## src/rtl/opnd_pkg.sv

```systemverilog
package opnd_pkg;

  localparam int MODE_W = 4;
  localparam int SIZE_W = 2;

  typedef enum logic [MODE_W-1:0] {
    AM_REG    = 4'd0,
    AM_IMM    = 4'd1,
    AM_DISP   = 4'd2,
    AM_RIND   = 4'd3,
    AM_INDEX  = 4'd4,
    AM_ABS    = 4'd5,
    AM_MIND   = 4'd6,
    AM_AINC   = 4'd7,
    AM_ADEC   = 4'd8,
    AM_SCALED = 4'd9
  } amode_e;

  typedef enum logic [2:0] {
    ST_IDLE,
    ST_ISSUE,
    ST_CAPT,
    ST_CAPT2,
    ST_RESP
  } ostate_e;

  function automatic logic mode_legal(input logic [MODE_W-1:0] m);
    return m <= AM_SCALED;
  endfunction

endpackage

```

## src/rtl/idx_scaler.sv

```systemverilog
module idx_scaler #(
  parameter int W      = 32,
  parameter int SIZE_W = 2
) (
  input  logic [W-1:0]      idx,
  input  logic [SIZE_W-1:0] sz,
  output logic [W-1:0]      scaled
);
  localparam int NSZ = 1 << SIZE_W;

  logic [W-1:0] shifted [NSZ];

  generate
    for (genvar k = 0; k < NSZ; k++) begin : g_sh
      assign shifted[k] = idx << k;
    end
  endgenerate

  assign scaled = shifted[sz];
endmodule

```

## src/rtl/ea_sum.sv

```systemverilog
module ea_sum
  import opnd_pkg::*;
#(
  parameter int W = 32
) (
  input  logic [MODE_W-1:0] mode,
  input  logic [SIZE_W-1:0] sz,
  input  logic [W-1:0]      base,
  input  logic [W-1:0]      idx,
  input  logic [W-1:0]      cst,
  input  logic [W-1:0]      scaled,
  output logic [W-1:0]      ea,
  output logic [W-1:0]      wb_val
);
  logic [W-1:0] step;

  assign step = W'(1) << sz;

  always_comb begin
    case (mode)
      AM_DISP:   ea = cst + base;
      AM_INDEX:  ea = base + idx;
      AM_ABS:    ea = cst;
      AM_ADEC:   ea = base - step;
      AM_SCALED: ea = cst + base + scaled;
      default:   ea = base;
    endcase
  end

  assign wb_val = (mode == AM_ADEC) ? (base - step) : (base + step);
endmodule

```

## src/rtl/opnd_ctrl.sv

```systemverilog
module opnd_ctrl
  import opnd_pkg::*;
#(
  parameter int W = 32
) (
  input  logic              clk,
  input  logic              rst_n,
  input  logic              req_valid,
  output logic              req_ready,
  input  logic [MODE_W-1:0] req_mode,
  input  logic [SIZE_W-1:0] req_size,
  input  logic [W-1:0]      req_base,
  input  logic [W-1:0]      req_index,
  input  logic [W-1:0]      req_const,
  output logic [MODE_W-1:0] mode_q,
  output logic [SIZE_W-1:0] sz_q,
  output logic [W-1:0]      base_q,
  output logic [W-1:0]      idx_q,
  output logic [W-1:0]      cst_q,
  input  logic [W-1:0]      ea,
  input  logic [W-1:0]      wb_val,
  output logic              rd_en,
  output logic [W-1:0]      rd_addr,
  input  logic [W-1:0]      rd_data,
  output logic              wb_en,
  output logic [W-1:0]      wb_data,
  output logic              rsp_valid,
  input  logic              rsp_ready,
  output logic [W-1:0]      rsp_data,
  output logic              rsp_illegal
);
  ostate_e      state;
  logic [W-1:0] res_q;
  logic         ill_q;
  logic         is_mind;

  assign is_mind = (mode_q == AM_MIND);

  always_ff @(posedge clk or negedge rst_n) begin
    if (!rst_n) begin
      state  <= ST_IDLE;
      mode_q <= '0;
      sz_q   <= '0;
      base_q <= '0;
      idx_q  <= '0;
      cst_q  <= '0;
      res_q  <= '0;
      ill_q  <= 1'b0;
    end else begin
      case (state)
        ST_IDLE: begin
          if (req_valid) begin
            mode_q <= req_mode;
            sz_q   <= req_size;
            base_q <= req_base;
            idx_q  <= req_index;
            cst_q  <= req_const;
            ill_q  <= !mode_legal(req_mode);
            if (!mode_legal(req_mode)) begin
              res_q <= '0;
              state <= ST_RESP;
            end else if (req_mode == AM_REG) begin
              res_q <= req_base;
              state <= ST_RESP;
            end else if (req_mode == AM_IMM) begin
              res_q <= req_const;
              state <= ST_RESP;
            end else begin
              state <= ST_ISSUE;
            end
          end
        end
        ST_ISSUE: state <= ST_CAPT;
        ST_CAPT: begin
          if (is_mind) begin
            state <= ST_CAPT2;
          end else begin
            res_q <= rd_data;
            state <= ST_RESP;
          end
        end
        ST_CAPT2: begin
          res_q <= rd_data;
          state <= ST_RESP;
        end
        ST_RESP: if (rsp_ready) state <= ST_IDLE;
        default: state <= ST_IDLE;
      endcase
    end
  end

  // The pointer returned by the first indirect read feeds the address port directly.
  assign req_ready   = (state == ST_IDLE);
  assign rd_en       = (state == ST_ISSUE) || (state == ST_CAPT && is_mind);
  assign rd_addr     = (state == ST_CAPT) ? rd_data : ea;
  assign wb_en       = (state == ST_ISSUE && mode_q == AM_ADEC) ||
                       (state == ST_CAPT  && mode_q == AM_AINC);
  assign wb_data     = wb_val;
  assign rsp_valid   = (state == ST_RESP);
  assign rsp_data    = res_q;
  assign rsp_illegal = ill_q;


  rsp_hold_chk: assert property (@(posedge clk) disable iff (!rst_n)
    (rsp_valid && !rsp_ready) |=> (rsp_valid && $stable(rsp_data) && $stable(rsp_illegal)));


  accept_busy_chk: assert property (@(posedge clk) disable iff (!rst_n)
    (req_valid && req_ready) |=> !req_ready);


  wb_pulse_chk: assert property (@(posedge clk) disable iff (!rst_n)
    wb_en |=> !wb_en);


  wb_mode_chk: assert property (@(posedge clk) disable iff (!rst_n)
    wb_en |-> (mode_q == AM_AINC || mode_q == AM_ADEC));


  adec_order_chk: assert property (@(posedge clk) disable iff (!rst_n)
    (wb_en && mode_q == AM_ADEC) |-> (rd_en && rd_addr == wb_data));


  illegal_quiet_chk: assert property (@(posedge clk) disable iff (!rst_n)
    (ill_q && state != ST_IDLE) |-> (!rd_en && !wb_en));

endmodule

```

## src/rtl/opnd_addr_unit.sv

```systemverilog
module opnd_addr_unit
  import opnd_pkg::*;
#(
  parameter int W = 32
) (
  input  logic         clk,
  input  logic         rst_n,
  input  logic         req_valid,
  output logic         req_ready,
  input  logic [3:0]   req_mode,
  input  logic [1:0]   req_size,
  input  logic [W-1:0] req_base,
  input  logic [W-1:0] req_index,
  input  logic [W-1:0] req_const,
  output logic         rd_en,
  output logic [W-1:0] rd_addr,
  input  logic [W-1:0] rd_data,
  output logic         wb_en,
  output logic [W-1:0] wb_data,
  output logic         rsp_valid,
  input  logic         rsp_ready,
  output logic [W-1:0] rsp_data,
  output logic         rsp_illegal
);
  logic [MODE_W-1:0] mode_q;
  logic [SIZE_W-1:0] sz_q;
  logic [W-1:0]      base_q;
  logic [W-1:0]      idx_q;
  logic [W-1:0]      cst_q;
  logic [W-1:0]      scaled;
  logic [W-1:0]      ea;
  logic [W-1:0]      wb_val;

  idx_scaler #(.W(W), .SIZE_W(SIZE_W)) u_scale (
    .idx    (idx_q),
    .sz     (sz_q),
    .scaled (scaled)
  );

  ea_sum #(.W(W)) u_sum (
    .mode   (mode_q),
    .sz     (sz_q),
    .base   (base_q),
    .idx    (idx_q),
    .cst    (cst_q),
    .scaled (scaled),
    .ea     (ea),
    .wb_val (wb_val)
  );

  opnd_ctrl #(.W(W)) u_ctrl (
    .clk         (clk),
    .rst_n       (rst_n),
    .req_valid   (req_valid),
    .req_ready   (req_ready),
    .req_mode    (req_mode),
    .req_size    (req_size),
    .req_base    (req_base),
    .req_index   (req_index),
    .req_const   (req_const),
    .mode_q      (mode_q),
    .sz_q        (sz_q),
    .base_q      (base_q),
    .idx_q       (idx_q),
    .cst_q       (cst_q),
    .ea          (ea),
    .wb_val      (wb_val),
    .rd_en       (rd_en),
    .rd_addr     (rd_addr),
    .rd_data     (rd_data),
    .wb_en       (wb_en),
    .wb_data     (wb_data),
    .rsp_valid   (rsp_valid),
    .rsp_ready   (rsp_ready),
    .rsp_data    (rsp_data),
    .rsp_illegal (rsp_illegal)
  );
endmodule

```

## config.mk

```make
export PLATFORM = sky130hd
export DESIGN_NAME = opnd_addr_unit
export DESIGN_NICKNAME = d
export VERILOG_FILES = /design/src/rtl/opnd_pkg.sv /design/src/rtl/idx_scaler.sv /design/src/rtl/ea_sum.sv /design/src/rtl/opnd_ctrl.sv /design/src/rtl/opnd_addr_unit.sv
export SDC_FILE = /design/constraint.sdc
export NUM_CORES = 1
export LEC_CHECK = 0
export ABC_CLOCK_PERIOD_IN_PS = 10160
export BUFFER_PORTS_ARGS = -buffer_cell sky130_fd_sc_hd__buf_2
export CAP_MARGIN = 20
export CORE_UTILIZATION = 43
export DETAILED_ROUTE_END_ITERATION = 10
export GPL_TIMING_DRIVEN = 0
export MAX_ROUTING_LAYER = met4
export SLEW_MARGIN = 5
export SYNTH_ARGS = -nofsm -noshare
export SYNTH_HDL_FRONTEND = slang
export SYNTH_SLANG_ARGS = --single-unit
```

## constraint.sdc

```tcl
create_clock -name clk -period 10.16 [get_ports clk]
set_input_delay 0.508 -clock clk [delete_from_list [all_inputs] [get_ports clk]]
set_output_delay 0.508 -clock clk [all_outputs]
set_load 0.01 [all_outputs]
```

==> impl_metrics.yaml, run 1 <==
sta:
  finalCriticalPeriod_ns: 7.367
  slew_headroom: 0.1768
  fmax_mhz: 135.7
  period_share: 0.7251
  final.setup.tns_ns: 0
  slew_violations: 0
  finalHoldViolCount: 0
  finalSetupViolCount: 0
  finClkSkew_ns: 0.02427
  worst_pin_slew_ns: 1.235
  rsz0062_at_grt: "false"
floorplan:
  design.portCount: 239
  design.die.area_sq_mm: 0.03526
  die_h_microns: 187.8
  core-area_sq_mm: 0.03378
  fp-row-count: 67
  fp.dieW_microns: 187.8
  initial_core_util: 0.4393
cts:
  cts_hold_buffers: 0
  cts_tree: "built"
  cts_resized: 0
  cts.sinks: 138
  cts-buffers-inserted: 17
  post_cts.repair.setup_buffers: 0
  path_clk_slew_ns: 0.07
  cts-root-buf: "clkbuf_16"
  cts_buffer_depth: 2
  clk_latency_ns: 0.46
  cts.htree.levels: 4
finish:
  multiInputGateArea_sq_mm: 0.01070
  syn2layout_area_growth_pct: 15.99
  layout_common_cells: "515 x nand2_1, 240 x buf_2, 202 x a21oi_1, 144 x o21ai_0, 138 x dfrtp_1"
  register_area_sq_mm: 0.003453
  n_antenna_cell: 0
  nNetsFinal: 2539
  n_fill_cell: 3367
  drive_gt1_frac: 0.1456
  final_common_cell: "nand2_1"
setup_path:
  max_stage_delay_ns: 0.72
  cp.arrival_ns: 6.86
  end_kind: "output pin"
  r2r_end: "u_ctrl.rsp_data[27]"
  cpMaxStageDelayCell: "a211oi_1"
  cp_data_required_time_ns: 9.65
  worst-path-buf-inv: 3
  start_kind: "flop"
  reg2reg_slack_ns: 6.92
  crit_end: "rd_addr[22]"
  cp_max_fo: 8
  path_cells: "inv_1 -> fa_1 -> nor2b_1 -> o31a_1 -> o21ai_0 -> a211oi_1 -> o21ai_0 -> a21oi_1 -> xor2_1 -> ha_1 -> and3_1 -> clkbuf_1 -> nand4_1 -> a21oi_1 -> a221oi_2 -> o21ai_0 -> a21oi_1 -> o31ai_1 -> a211oi_1 -> o21ai_0 -> buf_2"
  crit_path_frequent_cell: "o21ai_0"
  worstSetupStartpoint: "u_ctrl.base_q[1]"
  critPathKind: "flop to output pin"
  cpLargestDelayFamily: "compound AO/OA/AOI/OAI gates"
  reg2reg_depth: 9
  reg2reg_from: "u_ctrl.state[2]"
  crit_cells: 21
detailed_routing:
  drt_pass1_iterations: 5
  wirelength_microns: 66930
  via_count: 16690
  drtAntennaViolNets: 0
  drtIter0Drc: 1911
  post_drt_wl_per_cell_microns: 24.29
  drcViolationCount: 0
  routed_via_density: 6.055
logic_synthesis:
  synthAdderAreaFrac: 0.09190
  ys_warn_count: 0
  synthDistinctLibCells: 85
  synth_compound_area_frac: 0.2499
  netlist_instances: 2033
  synthSimpleGateAreaFrac: 0.2538
  syn_nets: 2277
  ys_seq_elements: 138
  synth_top_family_by_area: "simple AND/OR/NAND/NOR gates"
  synth.avg_cell_area_sq_um: 7.300
  postSynth.asyncResetShare: 1.000
  syn_area_sq_mm: 0.01484
  muxShareOfSynthArea: 0.05286
  seq_area_frac_synth: 0.2327
  synth_edf_count: 0
  synth_xor_area_frac: 0.07234
  synth_ff_type: "dfrtp_1"
global_route:
  grt-ovfl-total: 0
  track_usage: 0.3870
  grt_pass1_vias: 15740
  antenna_found_initial: 0
  grt_max_degree: 79
  grt_pass1_wl_microns: 98280
placed_design:
  port_buffers: 238
  dp_hpwl_microns: 54580
  gp_congestion: 0.9834
hold_path:
  hold_class: "input port to async pin"
status:
  run_status: "finished clean"
flow_run:
  maxCapViolCount: 0
-- registers in the layout, indices dropped and copies added (netlist names) --
name,cells
u_ctrl.sz_q,2
u_ctrl.mode_q,4
u_ctrl.cst_q,32
u_ctrl.rsp_data,32
u_ctrl.base_q,32
u_ctrl.state,3
u_ctrl.rsp_illegal,1
u_ctrl.idx_q,32
-- routing by layer --
layer / track usage / up-vias / wire length, microns
met3: 0.05839 / 89 / 5866
met4: 0.1179 / 0 / 1975
met5: - / - / 0
met2: 0.5627 / 839 / 28400
met1: 0.5494 / 7956 / 30700
li1: - / 7804 / -
-- through the flow --
step	area, sq um	std cells	utilization	setup slack, ns	hold WS (ns)
finish	17210	2756	0.5095	2.793	0.1263
global placement	16590	2719	0.4911	3.683	0.4650
global route	17210	2756	0.5095	2.563	0.1834
floorplan	14840	2033	-	5.159	0.2124
CTS	17210	2756	0.5095	3.121	0.1480
detailed placement	16660	2724	0.4931	3.634	0.4676
-- cell type report --
| type | count | share of cell area |
|---|---|---|
| Inverter | 40 | 0.008722 |
| Buffer | 141 | 0.03140 |
| Clock inverter | 13 | 0.007050 |
| Clock buffer | 19 | 0.02515 |
| Multi-Input combinational cell | 1714 | 0.6214 |
| Timing Repair Buffer | 243 | 0.07312 |
| Sequential cell | 138 | 0.2006 |
| Tap cell | 448 | 0.03256 |
-- cell families (layout without fill, tap and decap cells) --
group / Yosys count / after routing
simple gates: 850 / 850
compound gates: 594 / 594
buf+inv: 181 / 456
flops: 138 / 138
xor+xnor: 121 / 121
fa+ha+maj: 106 / 106
mux: 43 / 43
-- Yosys cell counts, drive strengths merged, types with 10 or more instances --
| master | count | share of area |
|---|---|---|
| o211ai | 10 | 0.0051 |
| or2 | 10 | 0.0042 |
| ha | 101 | 0.085 |
| and2 | 10 | 0.0044 |
| inv | 40 | 0.010 |
| and3 | 16 | 0.0067 |
| dfrtp | 138 | 0.23 |
| nand3 | 38 | 0.013 |
| xnor2 | 72 | 0.042 |
| nand2b | 22 | 0.0093 |
| buf | 11 | 0.0035 |
| o21bai | 11 | 0.0056 |
| xor2 | 48 | 0.028 |
| nand4 | 21 | 0.0089 |
| nor3 | 38 | 0.014 |
| o21ai | 147 | 0.050 |
| a41oi | 10 | 0.0059 |
| or3 | 23 | 0.0097 |
| a211oi | 19 | 0.0099 |
| a221oi | 22 | 0.014 |
| a31oi | 28 | 0.012 |
| mux4 | 28 | 0.042 |
| o21a | 15 | 0.0077 |
| clkbuf | 130 | 0.033 |
| nor4 | 15 | 0.0067 |
| nand2 | 516 | 0.13 |
| mux2i | 12 | 0.0081 |
| nor2b | 10 | 0.0042 |
| nor2 | 106 | 0.027 |
| a21o | 38 | 0.019 |
| o22ai | 13 | 0.0055 |
| a21oi | 202 | 0.068 |
-- worst min-delay path by stage --
stage,to,depth (start not counted)
floorplan,u_ctrl.base_q[0],0
global route,u_ctrl.cst_q[1],1
CTS,u_ctrl.cst_q[1],1
finish,u_ctrl.idx_q[6],1
detailed placement,u_ctrl.rsp_data[25],2
global placement,u_ctrl.rsp_data[5],2
Power of run 1 is not shown: default switching activity piles up to over one toggle a cycle in this logic, so the estimate is an artifact.
==> run 2, diff against run 1 <==
--- a/config.mk
+++ b/config.mk
@@ -5,7 +5,8 @@
 export SDC_FILE = /design/constraint.sdc
 export NUM_CORES = 1
 export LEC_CHECK = 0
-export ABC_CLOCK_PERIOD_IN_PS = 10160
+export ABC_AREA = 1
+export ABC_CLOCK_PERIOD_IN_PS = 6900
 export BUFFER_PORTS_ARGS = -buffer_cell sky130_fd_sc_hd__buf_2
 export CAP_MARGIN = 20
 export CORE_UTILIZATION = 43
==> constraint.sdc (replaced) <==
create_clock -name clk -period 6.9 [get_ports clk]
set_input_delay 0.345 -clock clk [delete_from_list [all_inputs] [get_ports clk]]
set_output_delay 0.345 -clock clk [all_outputs]
set_load 0.01 [all_outputs]
==> impl_metrics.yaml, run 2 <==
status:
  run_status: "finished clean"
logic_synthesis:
  netlist_instances: 2693
  synth.most_common_cell: "nand2_1"
  synth_common_cells: "837 x nand2_1, 304 x inv_1, 255 x o21ai_0"
  ys_warn_count: 0
  syn_area_sq_mm: 0.01603
  synthDistinctLibCells: 61
  ys_seq_elements: 138
  syn_nets: 2937
  synth_largest_area_cell: "dfrtp_1"
  synth.avg_cell_area_sq_um: 5.951
  synth_area_leaders: "dfrtp_1 22%, nand2_1 20%, o21ai_0 8.0%"
  synth_edf_count: 0
  postSynth.asyncResetShare: 1.000
  synth_ff_type: "dfrtp_1"
  synth_top_area_share: 0.2155
  seq_area_frac_synth: 0.2155
global_route:
  grt_max_degree: 71
  grt-ovfl-total: 0
  grt_pass1_vias: 19130
  track_usage: 0.4261
  grt_pass1_wl_microns: 115700
  antenna_found_initial: 1
finish:
  final_common_cell: "nand2_1"
  drive_gt1_frac: 0.1183
  n_fill_cell: 3920
  syn2layout_area_growth_pct: 15.60
  nNetsFinal: 3199
  n_antenna_cell: 0
  layout_common_cells: "837 x nand2_1, 304 x inv_1, 255 x o21ai_0, 255 x buf_2, 220 x nor2_1"
sta:
  rsz0062_at_grt: "false"
  final.setup.tns_ns: 0
  finClkSkew_ns: 0.01711
  fmax_mhz: 175.0
  worst_pin_slew_ns: 1.177
  slew_headroom: 0.2150
  period_share: 0.8283
  finalHoldViolCount: 0
  finalSetupViolCount: 0
  slew_violations: 0
  finalCriticalPeriod_ns: 5.715
detailed_routing:
  routed_via_density: 5.841
  via_count: 20070
  post_drt_wl_per_cell_microns: 23.01
  drcViolationCount: 0
  wirelength_microns: 79070
  drtAntennaViolNets: 0
  drt_pass1_iterations: 6
  drtIter0Drc: 2056
cts:
  cts_buffer_depth: 2
  cts_tree: "built"
  post_cts.repair.setup_buffers: 0
  cts-buffers-inserted: 17
  path_clk_slew_ns: 0.09
  cts.htree.levels: 4
  cts.sinks: 138
  clk_latency_ns: 0.47
  cts-root-buf: "clkbuf_16"
setup_path:
  cp_max_fo: 8
  cp_data_required_time_ns: 6.55
  end_kind: "output pin"
  start_kind: "flop"
  cp.arrival_ns: 5.37
  critPathKind: "flop to output pin"
floorplan:
  design.die.area_sq_mm: 0.03805
  fp-row-count: 70
  die_h_microns: 195.1
  initial_core_util: 0.4378
  core-area_sq_mm: 0.03661
  design.portCount: 239
  fp.dieW_microns: 195.1
placed_design:
  gp_congestion: 1.030
  dp_hpwl_microns: 66630
  port_buffers: 238
hold_path:
  hold_class: "input port to flop"
flow_run:
  maxCapViolCount: 0
## run 2: repair_timing
item | 4_1_cts | 5_1_grt
setup endpoints to repair | 0 | 0
hold endpoints to repair | 69 | 0
gates resized for setup | 0 | 0
hold buffers | 1 | 0
## run 2: layer usage
metal	GRT usage	vias up	wire (microns)
li1	-	9450	-
met1	0.5384	9436	32720
met2	0.6708	1026	35630
met3	0.06304	156	6942
met4	0.1974	0	3772
met5	-	-	0
## run 2: final timing paths
| path | start | end | slack [ns] | cells past startpoint |
|---|---|---|---|---|
| worst max-delay path | u_ctrl.base_q[1] | rd_addr[22] | 1.18 | 25 |
| worst min-delay path | req_index[5] | u_ctrl.idx_q[5] | 0.09 | 3 |
| worst max register to register | u_ctrl.state[0] | u_ctrl.idx_q[2] | 4.14 | 8 |
| worst min register to register | u_ctrl.rsp_data[9] | u_ctrl.rsp_data[9] | 0.51 | 2 |
| max in group asynchronous | rst_n | u_ctrl.base_q[30] | 5.55 | 3 |
| min in group asynchronous | rst_n | u_ctrl.idx_q[5] | 0.49 | 2 |
## run 2: critical path: stages (launching register included)
cell and delay [ns]:
dfrtp_1 0.59, inv_1 0.22, fa_1 0.49, inv_1 0.10, nand3_1 0.07, nand2_1 0.21
nand2_1 0.08, nand2_1 0.17, nand2_1 0.08, nand2_1 0.23, nand2_1 0.13, nand2_1 0.08
nand2_1 0.05, and2_1 0.17, ha_1 0.37, nand2_1 0.14, nor2_1 0.17, inv_1 0.11
nor3_1 0.50, a21oi_1 0.18, nand2b_1 0.17, nand3_1 0.09, nand4_1 0.13, nand2_1 0.17
nand2_1 0.07, buf_2 0.14
## run 2: final cells by class
| class | count | area [sq um] | share of cell area |
|---|---|---|---|
| Tap cell | 468 | 585.6 | 0.03161 |
| Timing Repair Buffer | 243 | 1266 | 0.06835 |
| Multi-Input combinational cell | 2136 | 10950 | 0.5911 |
| Inverter | 324 | 1216 | 0.06564 |
| Buffer | 95 | 405.4 | 0.02188 |
| Sequential cell | 138 | 3453 | 0.1864 |
| Clock inverter | 15 | 222.7 | 0.01202 |
| Clock buffer | 17 | 425.4 | 0.02296 |
## run 2: per-stage QoR
step	cell area (sq um)	std cells	setup WS (ns)	hold slack, ns	util
after floorplan	16030	2693	3.158	0.04941	-
after global placement	17800	3399	1.860	0.4516	0.4863
after detailed placement	17840	3401	1.868	0.4302	0.4873
after CTS	18500	3434	1.350	0.07984	0.5053
after global routing	18530	3436	0.8726	0.09947	0.5060
final	18530	3436	1.185	0.08746	0.5060
## run 2: logic make-up after synthesis
family | Yosys count | share of synthesized area
flops | 138 | 0.2155
fa+ha+maj | 106 | 0.08510
mux | 2 | 0.001249
simple gates | 1411 | 0.3733
buf+inv | 419 | 0.1012
xor+xnor | 30 | 0.01639
compound gates | 587 | 0.2073
Power of run 2 is left out for the same reason.
